**src/rtl/ctl_pipe_pkg.sv**
```systemverilog
package ctl_pipe_pkg;

    localparam int OPC_W = 6;

    localparam logic [OPC_W-1:0] OPC_REG   = 6'd0;
    localparam logic [OPC_W-1:0] OPC_LOAD  = 6'd35;
    localparam logic [OPC_W-1:0] OPC_STORE = 6'd43;
    localparam logic [OPC_W-1:0] OPC_BREQ  = 6'd4;

    typedef enum logic [1:0] {
        ALU_ADD  = 2'b00,
        ALU_SUB  = 2'b01,
        ALU_FUNC = 2'b10
    } alu_cls_e;

    typedef struct packed {
        logic     dst_sel;
        logic     alu_src;
        alu_cls_e alu_op;
    } ex_ctl_t;

    typedef struct packed {
        logic branch;
        logic rd;
        logic wr;
    } mem_ctl_t;

    typedef struct packed {
        logic reg_wr;
        logic sel;
    } wb_ctl_t;

    typedef struct packed {
        ex_ctl_t  ex;
        mem_ctl_t mem;
        wb_ctl_t  wb;
    } main_ctl_t;

    localparam int EX_BITS  = $bits(ex_ctl_t);
    localparam int MEM_BITS = $bits(mem_ctl_t);
    localparam int WB_BITS  = $bits(wb_ctl_t);

    function automatic main_ctl_t decode_opc(input logic [OPC_W-1:0] opc);
        main_ctl_t c;
        c = '0;
        c.ex.alu_op = ALU_ADD;
        unique case (opc)
            OPC_REG: begin
                c.ex.dst_sel = 1'b1;
                c.ex.alu_op  = ALU_FUNC;
                c.wb.reg_wr  = 1'b1;
            end
            OPC_LOAD: begin
                c.ex.alu_src = 1'b1;
                c.mem.rd     = 1'b1;
                c.wb.reg_wr  = 1'b1;
                c.wb.sel     = 1'b1;
            end
            OPC_STORE: begin
                c.ex.alu_src = 1'b1;
                c.mem.wr     = 1'b1;
            end
            OPC_BREQ: begin
                c.ex.alu_op  = ALU_SUB;
                c.mem.branch = 1'b1;
            end
            default: c = '0;
        endcase
        return c;
    endfunction

endpackage

```
**src/rtl/ctl_decode.sv**
```systemverilog
module ctl_decode
    import ctl_pipe_pkg::*;
#(
    parameter int INSTR_W = 32,
    parameter int REG_W   = 5
) (
    input  logic [INSTR_W-1:0] instr,
    input  logic               valid,
    output main_ctl_t          ctl,
    output logic [REG_W-1:0]   dest
);
    localparam int OPC_LSB = INSTR_W - OPC_W;
    localparam int RT_LSB  = OPC_LSB - 2 * REG_W;
    localparam int RD_LSB  = RT_LSB - REG_W;

    logic [OPC_W-1:0] opc;
    main_ctl_t        raw;
    logic             unused_fields;

    assign opc = instr[OPC_LSB +: OPC_W];
    assign unused_fields = ^{instr[RT_LSB+REG_W +: REG_W], instr[RD_LSB-1:0]};

    always_comb begin
        raw = decode_opc(opc);
        if (valid) begin
            ctl  = raw;
            dest = raw.ex.dst_sel ? instr[RD_LSB +: REG_W] : instr[RT_LSB +: REG_W];
        end else begin
            ctl  = '0;
            dest = '0;
        end
    end
endmodule

```
**src/rtl/ctl_stage_reg.sv**
```systemverilog
module ctl_stage_reg #(
    parameter int W = 8
) (
    input  logic         clk,
    input  logic         rst,
    input  logic [W-1:0] d,
    output logic [W-1:0] q
);
    always_ff @(posedge clk) begin
        if (rst) q <= '0;
        else     q <= d;
    end
endmodule

```
**src/rtl/ctl_pipe_top.sv**
```systemverilog
module ctl_pipe_top
    import ctl_pipe_pkg::*;
#(
    parameter int INSTR_W = 32,
    parameter int REG_W   = 5
) (
    input  logic               clk,
    input  logic               rst,
    input  logic [INSTR_W-1:0] instr_i,
    input  logic               instr_valid_i,
    output logic               ex_dst_sel_o,
    output logic               ex_alu_src_o,
    output logic [1:0]         ex_alu_op_o,
    output logic               mem_branch_o,
    output logic               mem_rd_o,
    output logic               mem_wr_o,
    output logic               wb_reg_wr_o,
    output logic               wb_sel_o,
    output logic [REG_W-1:0]   wb_dest_o
);
    localparam int WB_W  = WB_BITS + REG_W;
    localparam int MEM_W = MEM_BITS + WB_W;
    localparam int EX_W  = EX_BITS + MEM_W;

    main_ctl_t        dec_ctl;
    logic [REG_W-1:0] dec_dest;

    logic [EX_W-1:0]  idex_d,  idex_q;
    logic [MEM_W-1:0] exmem_d, exmem_q;
    logic [WB_W-1:0]  memwb_d, memwb_q;

    ex_ctl_t  ex_s;
    mem_ctl_t mem_s;
    wb_ctl_t  wb_s;

    ctl_decode #(.INSTR_W(INSTR_W), .REG_W(REG_W)) u_dec (
        .instr (instr_i),
        .valid (instr_valid_i),
        .ctl   (dec_ctl),
        .dest  (dec_dest)
    );

    assign idex_d  = {dec_ctl.ex, dec_ctl.mem, dec_ctl.wb, dec_dest};
    assign exmem_d = idex_q[MEM_W-1:0];
    assign memwb_d = exmem_q[WB_W-1:0];

    ctl_stage_reg #(.W(EX_W)) u_idex (
        .clk (clk), .rst (rst), .d (idex_d), .q (idex_q)
    );
    ctl_stage_reg #(.W(MEM_W)) u_exmem (
        .clk (clk), .rst (rst), .d (exmem_d), .q (exmem_q)
    );
    ctl_stage_reg #(.W(WB_W)) u_memwb (
        .clk (clk), .rst (rst), .d (memwb_d), .q (memwb_q)
    );

    assign ex_s  = ex_ctl_t'(idex_q[EX_W-1 -: EX_BITS]);
    assign mem_s = mem_ctl_t'(exmem_q[MEM_W-1 -: MEM_BITS]);
    assign wb_s  = wb_ctl_t'(memwb_q[WB_W-1 -: WB_BITS]);

    assign ex_dst_sel_o = ex_s.dst_sel;
    assign ex_alu_src_o = ex_s.alu_src;
    assign ex_alu_op_o  = ex_s.alu_op;
    assign mem_branch_o = mem_s.branch;
    assign mem_rd_o     = mem_s.rd;
    assign mem_wr_o     = mem_s.wr;
    assign wb_reg_wr_o  = wb_s.reg_wr;
    assign wb_sel_o     = wb_s.sel;
    assign wb_dest_o    = memwb_q[REG_W-1:0];
endmodule

```
**config.mk**
```make
export PLATFORM = sky130hd
export DESIGN_NAME = ctl_pipe_top
export DESIGN_NICKNAME = d
export VERILOG_FILES = /design/src/rtl/ctl_pipe_pkg.sv /design/src/rtl/ctl_decode.sv /design/src/rtl/ctl_stage_reg.sv /design/src/rtl/ctl_pipe_top.sv
export SDC_FILE = /design/constraint.sdc
export NUM_CORES = 1
export LEC_CHECK = 0
export ABC_AREA = 1
export BUFFER_PORTS_ARGS = -buffer_cell sky130_fd_sc_hd__buf_4
export CAP_MARGIN = 20
export CORE_MARGIN = 2
export CORE_UTILIZATION = 38
export DETAILED_ROUTE_END_ITERATION = 16
export HOLD_SLACK_MARGIN = 0.15
export PLACE_DENSITY = 0.71
export SLEW_MARGIN = 10
export SYNTH_ARGS = -nofsm -noshare
export SYNTH_HDL_FRONTEND = slang
export SYNTH_SLANG_ARGS = --single-unit
```
**constraint.sdc**
```tcl
create_clock -name clk -period 0.8 [get_ports clk]
set_input_delay 0.08 -clock clk [delete_from_list [all_inputs] [get_ports clk]]
set_output_delay 0.08 -clock clk [all_outputs]
set_load 0.05 [all_outputs]
```
# Yosys cells after proc, flatten, opt, wreduce, memory -nomap -nowiden

Cells that the tools add are included.

Register bits after elaboration: 31
Bits of input ports: 35
Output and inout bits: 14
Word-level logic and storage cells: 19

Equal/unequal tests: 3
Mux-type cells: 8
Bitwise logic cells: 1
Reduce and logical (&&, ||, !) cells: 4

Operators by type and width:

| kind                                           | count |
|---|---|
| == test 6 bit (second input constant)          | 2 |
| == test 6 x 3 -> 1 bit (second input constant) | 1 |
| logical NOT 6 bit                              | 1 |
| 2-to-1 mux 1 bit                               | 6 |
| OR reduction 2 bit                             | 3 |
| 2-to-1 mux 5 bit                               | 1 |
| case mux 2 bit (2 select lines)                | 1 |
| NOT 1 bit                                      | 1 |

# Logic depth before layout (Yosys ltp)

Word-level depth: 3
Mapped depth: 6
Depth with buffers taken out: 5

# Hierarchy

Synthesis repeated with hierarchy kept, for this count alone.

Cell total of the unflattened synthesis: 145
Area total of the unflattened synthesis: 1127.3 µm²

Modules (own cells, without submodules):

| module                  | times used | cells each | area each (µm²) | sequential area each (µm²) |
|---|---|---|---|---|
| ctl_stage_reg (u_idex)  | 1          | 43         | 396.6           | 280.3 |
| ctl_stage_reg (u_exmem) | 1          | 31         | 286.5           | 200.2 |
| ctl_decode              | 1          | 50         | 251.5           | 0.0 |
| ctl_stage_reg (u_memwb) | 1          | 21         | 192.7           | 140.1 |

# Worst setup path before layout

Ideal clock, no wire load.

Path kind: register to output
From: reg u_idex.q[11]
To: out ex_alu_op_o[1]
Arrival time: 894 ps
Required time: 720 ps
Slack: -174 ps
Stages on the path, launching flop included: 2
Buffers on the path: 1
Cells stage by stage: dfxtp_1 -> buf_4

RTL lines:

| what                   | RTL line            | RTL |
|---|---|---|
| start, declared        | ctl_stage_reg.sv:7  | `output logic [W-1:0] q` |
| start signal, assigned | ctl_stage_reg.sv:10 | `if (rst) q <= '0;` |
| start signal, assigned | ctl_stage_reg.sv:11 | `else q <= d;` |
| end, declared          | ctl_pipe_top.sv:13  | `output logic [1:0] ex_alu_op_o,` |

No word-level cell between the ends.

==> flow_metrics.env <==
export IMPL_status="complete, but fails checks"
export IMPL_violations="setup timing"
export IMPL_synth_area_um2=930.9
export IMPL_synth_cells=114
export IMPL_routabilityCongestion=0.8270
export IMPL_rsz0062_at_grt="yes"
export IMPL_met2_usage_pct=22.84
export IMPL_critPathMaxFanout=2
export IMPL_holdCritPathClass="primary input to flop"
export IMPL_p_leak_uw=0.0007101
export IMPL_wirelength_mm=1.572
export IMPL_synth_warnings=0
export IMPL_p_int_uw=2060
export IMPL_clkPwrFrac_pct=35.3
export IMPL_cts_buffers=3
export IMPL_final_core_util_pct=66.26
export IMPL_comb_power_share_pct=9.5
export IMPL_die_w_um=53.50
export IMPL_avgSynthCellArea_um2=8.166
export IMPL_critical_path_max_stage_delay_ps=400
export IMPL_dieArea_um2=2862
export IMPL_cts_root_buf="clkbuf_4"
export IMPL_max_freq_ghz=1.053
export IMPL_seqPwrFrac_pct=55.2
export IMPL_mostFrequentLayoutCell="nor2_1"
export IMPL_worst_r2r_path_depth=4
export IMPL_cts_tree="built"
export IMPL_synth_top_area_share_pct=60.22
export IMPL_setup_ws_ps=-149.8
export IMPL_grt_usage_pct=12.55
export IMPL_powerDensity_nw_per_um2=1726
export IMPL_finalSetupViolations=18
export IMPL_path_clk_slew_ps=160
export IMPL_rows=17
export IMPL_maxCapViolCount=0
export IMPL_grt_util_met3_pct=1.695
export IMPL_worstHoldStart="instr_i[29]"
export IMPL_arrival_ps=870
export IMPL_cts_max_path_buffers=2
export IMPL_endpoint="ex_dst_sel_o"
export IMPL_whs_ps=26.46
export IMPL_crit_buf_inv=1
export IMPL_ys_top_cells_by_area="dfxtp_1, nor2_1, inv_1"
export IMPL_portBuffers=32
export IMPL_power_switching_uw=518.8
export IMPL_place_inst=173
export IMPL_chipHeight_um=53.50
export IMPL_cp_required_ps=720
export IMPL_cts_sinks=28
export IMPL_ctsHtreeMaxLevel=1
export IMPL_cp_start_kind="flop"
export IMPL_crit_family="flip-flops"
export IMPL_mostFrequentLayoutCells="nor2_1, inv_1, buf_4"
export IMPL_r2r_start="u_exmem.q[8]"
export IMPL_boundaryPins=49
export IMPL_finalHoldViolations=0
export IMPL_vias=756
export IMPL_synth_cell_types=11
export IMPL_viasPerCell=3.979
export IMPL_overflow=0
export IMPL_cp_num_cells=1
export IMPL_drtAntennaViolNets=0
export IMPL_path_cells="buf_8"
export IMPL_area_growth_pct=60.48
export IMPL_grt_max_degree=17
export IMPL_skew_ps=1.414
export IMPL_yosysTopAreaCell="dfxtp_1"
export IMPL_sw_frac_of_total_pct=20.11
export IMPL_r2r_end="u_memwb.q[5]"
export IMPL_critPathLaunch="u_idex.q[11]"
export IMPL_first_pass_iters=4
export IMPL_worstMarginPinSlew_ps=152.7
export IMPL_core_area_um2=2255
export IMPL_relSlewSlack_pct=89.74
export IMPL_antenna_found_initial=0
export IMPL_hpwl_mm=1.033
export IMPL_final_net_count=198
export IMPL_period_needed_ps=949.8
export IMPL_grt_pass1_vias=681
export IMPL_layout_drive_gt1_share_pct=35.80
export IMPL_use_met1_pct=12.74
export IMPL_layoutNonFillerInstCount=190
export IMPL_drc_errors=0
export IMPL_start_util_pct=41.29
export IMPL_critical_path_class="flop to primary output"
export IMPL_ir_worst_vdd_v=0.0009603
export IMPL_ys_seq_area_share_pct=60.22
export IMPL_syn_num_nets=149
export IMPL_ys_ff_latch=28
export IMPL_rrSetupSlack_ps=50
export IMPL_slew_viol_final=0
export IMPL_clk_latency_ps=310
export IMPL_first_iter_violations=9
export IMPL_wl_per_cell_um=8.274
export IMPL_endpoint_kind="primary output"
export IMPL_fin_crit_sh_pct=118.7
export IMPL_top_usage_layer="met2"
export IMPL_grt_pass1_wl_mm=2.532
export IMPL_diodes=0
export IMPL_crit_path_top_delay_cell="dfxtp_4"
## synthesized netlist by cell type
library cell,instances
inv_1,27
buf_2,1
nand2_1,14
nor2_1,33
buf_4,2
nand3_1,2
nor3_1,3
a21oi_1,1
buf_6,2
dfxtp_1,28
nor2_8,1
## power groups by stage
| stage | clock network (uW) | registers (uW) | logic (uW) |
|---|---|---|---|
| 4_1_cts | 898 | 1430 | 239 |
| 5_1_grt | 971 | 1430 | 269 |
| 3_5_place_dp | 0 | 1460 | 193 |
| 2_1_floorplan | 0 | 1470 | 80.7 |
| 3_3_place_gp | 0 | 1450 | 189 |
| 6_report | 911 | 1420 | 245 |
## through the flow
step | setup TNS [ps] | total power [uW] | setup WS [ps] | cell area (um2)
3_3_place_gp | -153.5 | 1643 | -34.10 | 1196
2_1_floorplan | 0 | 1553 | 2.499 | 933.4
4_1_cts | -1508 | 2563 | -124.7 | 1440
3_5_place_dp | -213.4 | 1648 | -47.49 | 1196
6_report | -1699 | 2579 | -149.8 | 1494
5_1_grt | -2248 | 2667 | -175.1 | 1494
## worst min path at each step
stage / to / slack, ps / depth (start not counted)
2_1_floorplan: u_idex.q[1] / 210 / 2
3_3_place_gp: u_idex.q[4] / 310 / 3
3_5_place_dp: u_idex.q[2] / 310 / 3
4_1_cts: u_idex.q[8] / 20 / 4
5_1_grt: u_idex.q[8] / 50 / 4
6_report: u_idex.q[8] / 30 / 4
## area by class of cell
class / instances / area [um2]
Clock inverter: 1 / 30.03
Sequential cell: 28 / 579.3
Fill cell: 196 / 760.7
Multi-Input combinational cell: 54 / 236.5
Inverter: 27 / 101.3
Clock buffer: 3 / 22.52
Tap cell: 28 / 35.03
Timing Repair Buffer: 49 / 489.2
## routing by layer
layer | part of all wire [%] | routed length, um
met1 | 42 | 668
met4 | 1.7 | 26
met3 | 4.2 | 66
met2 | 52 | 811
met5 | 0 | 0
## timing repair
item | CTS | global route
setup endpoints to repair | 14 | 19
hold buffers | 11 | 2
buffers inserted | 1 | 1
endpoints found under the hold margin | 12 | 12
gates resized for setup | 27 | 12
## cell families after synthesis
| group | Yosys count | share of synthesized area, % |
|---|---|---|
| buffers and inverters | 32 | 15.46 |
| flip-flops | 28 | 60.22 |
| AO/OA/AOI/OAI | 1 | 0.5371 |
| AND/OR/NAND/NOR | 53 | 23.79 |
## state kept, by name (all words and copies together) (netlist names)
register   flops
u_exmem.q      9
u_memwb.q      7
u_idex.q      12
Note: power is estimated with default switching activity, not from simulation.
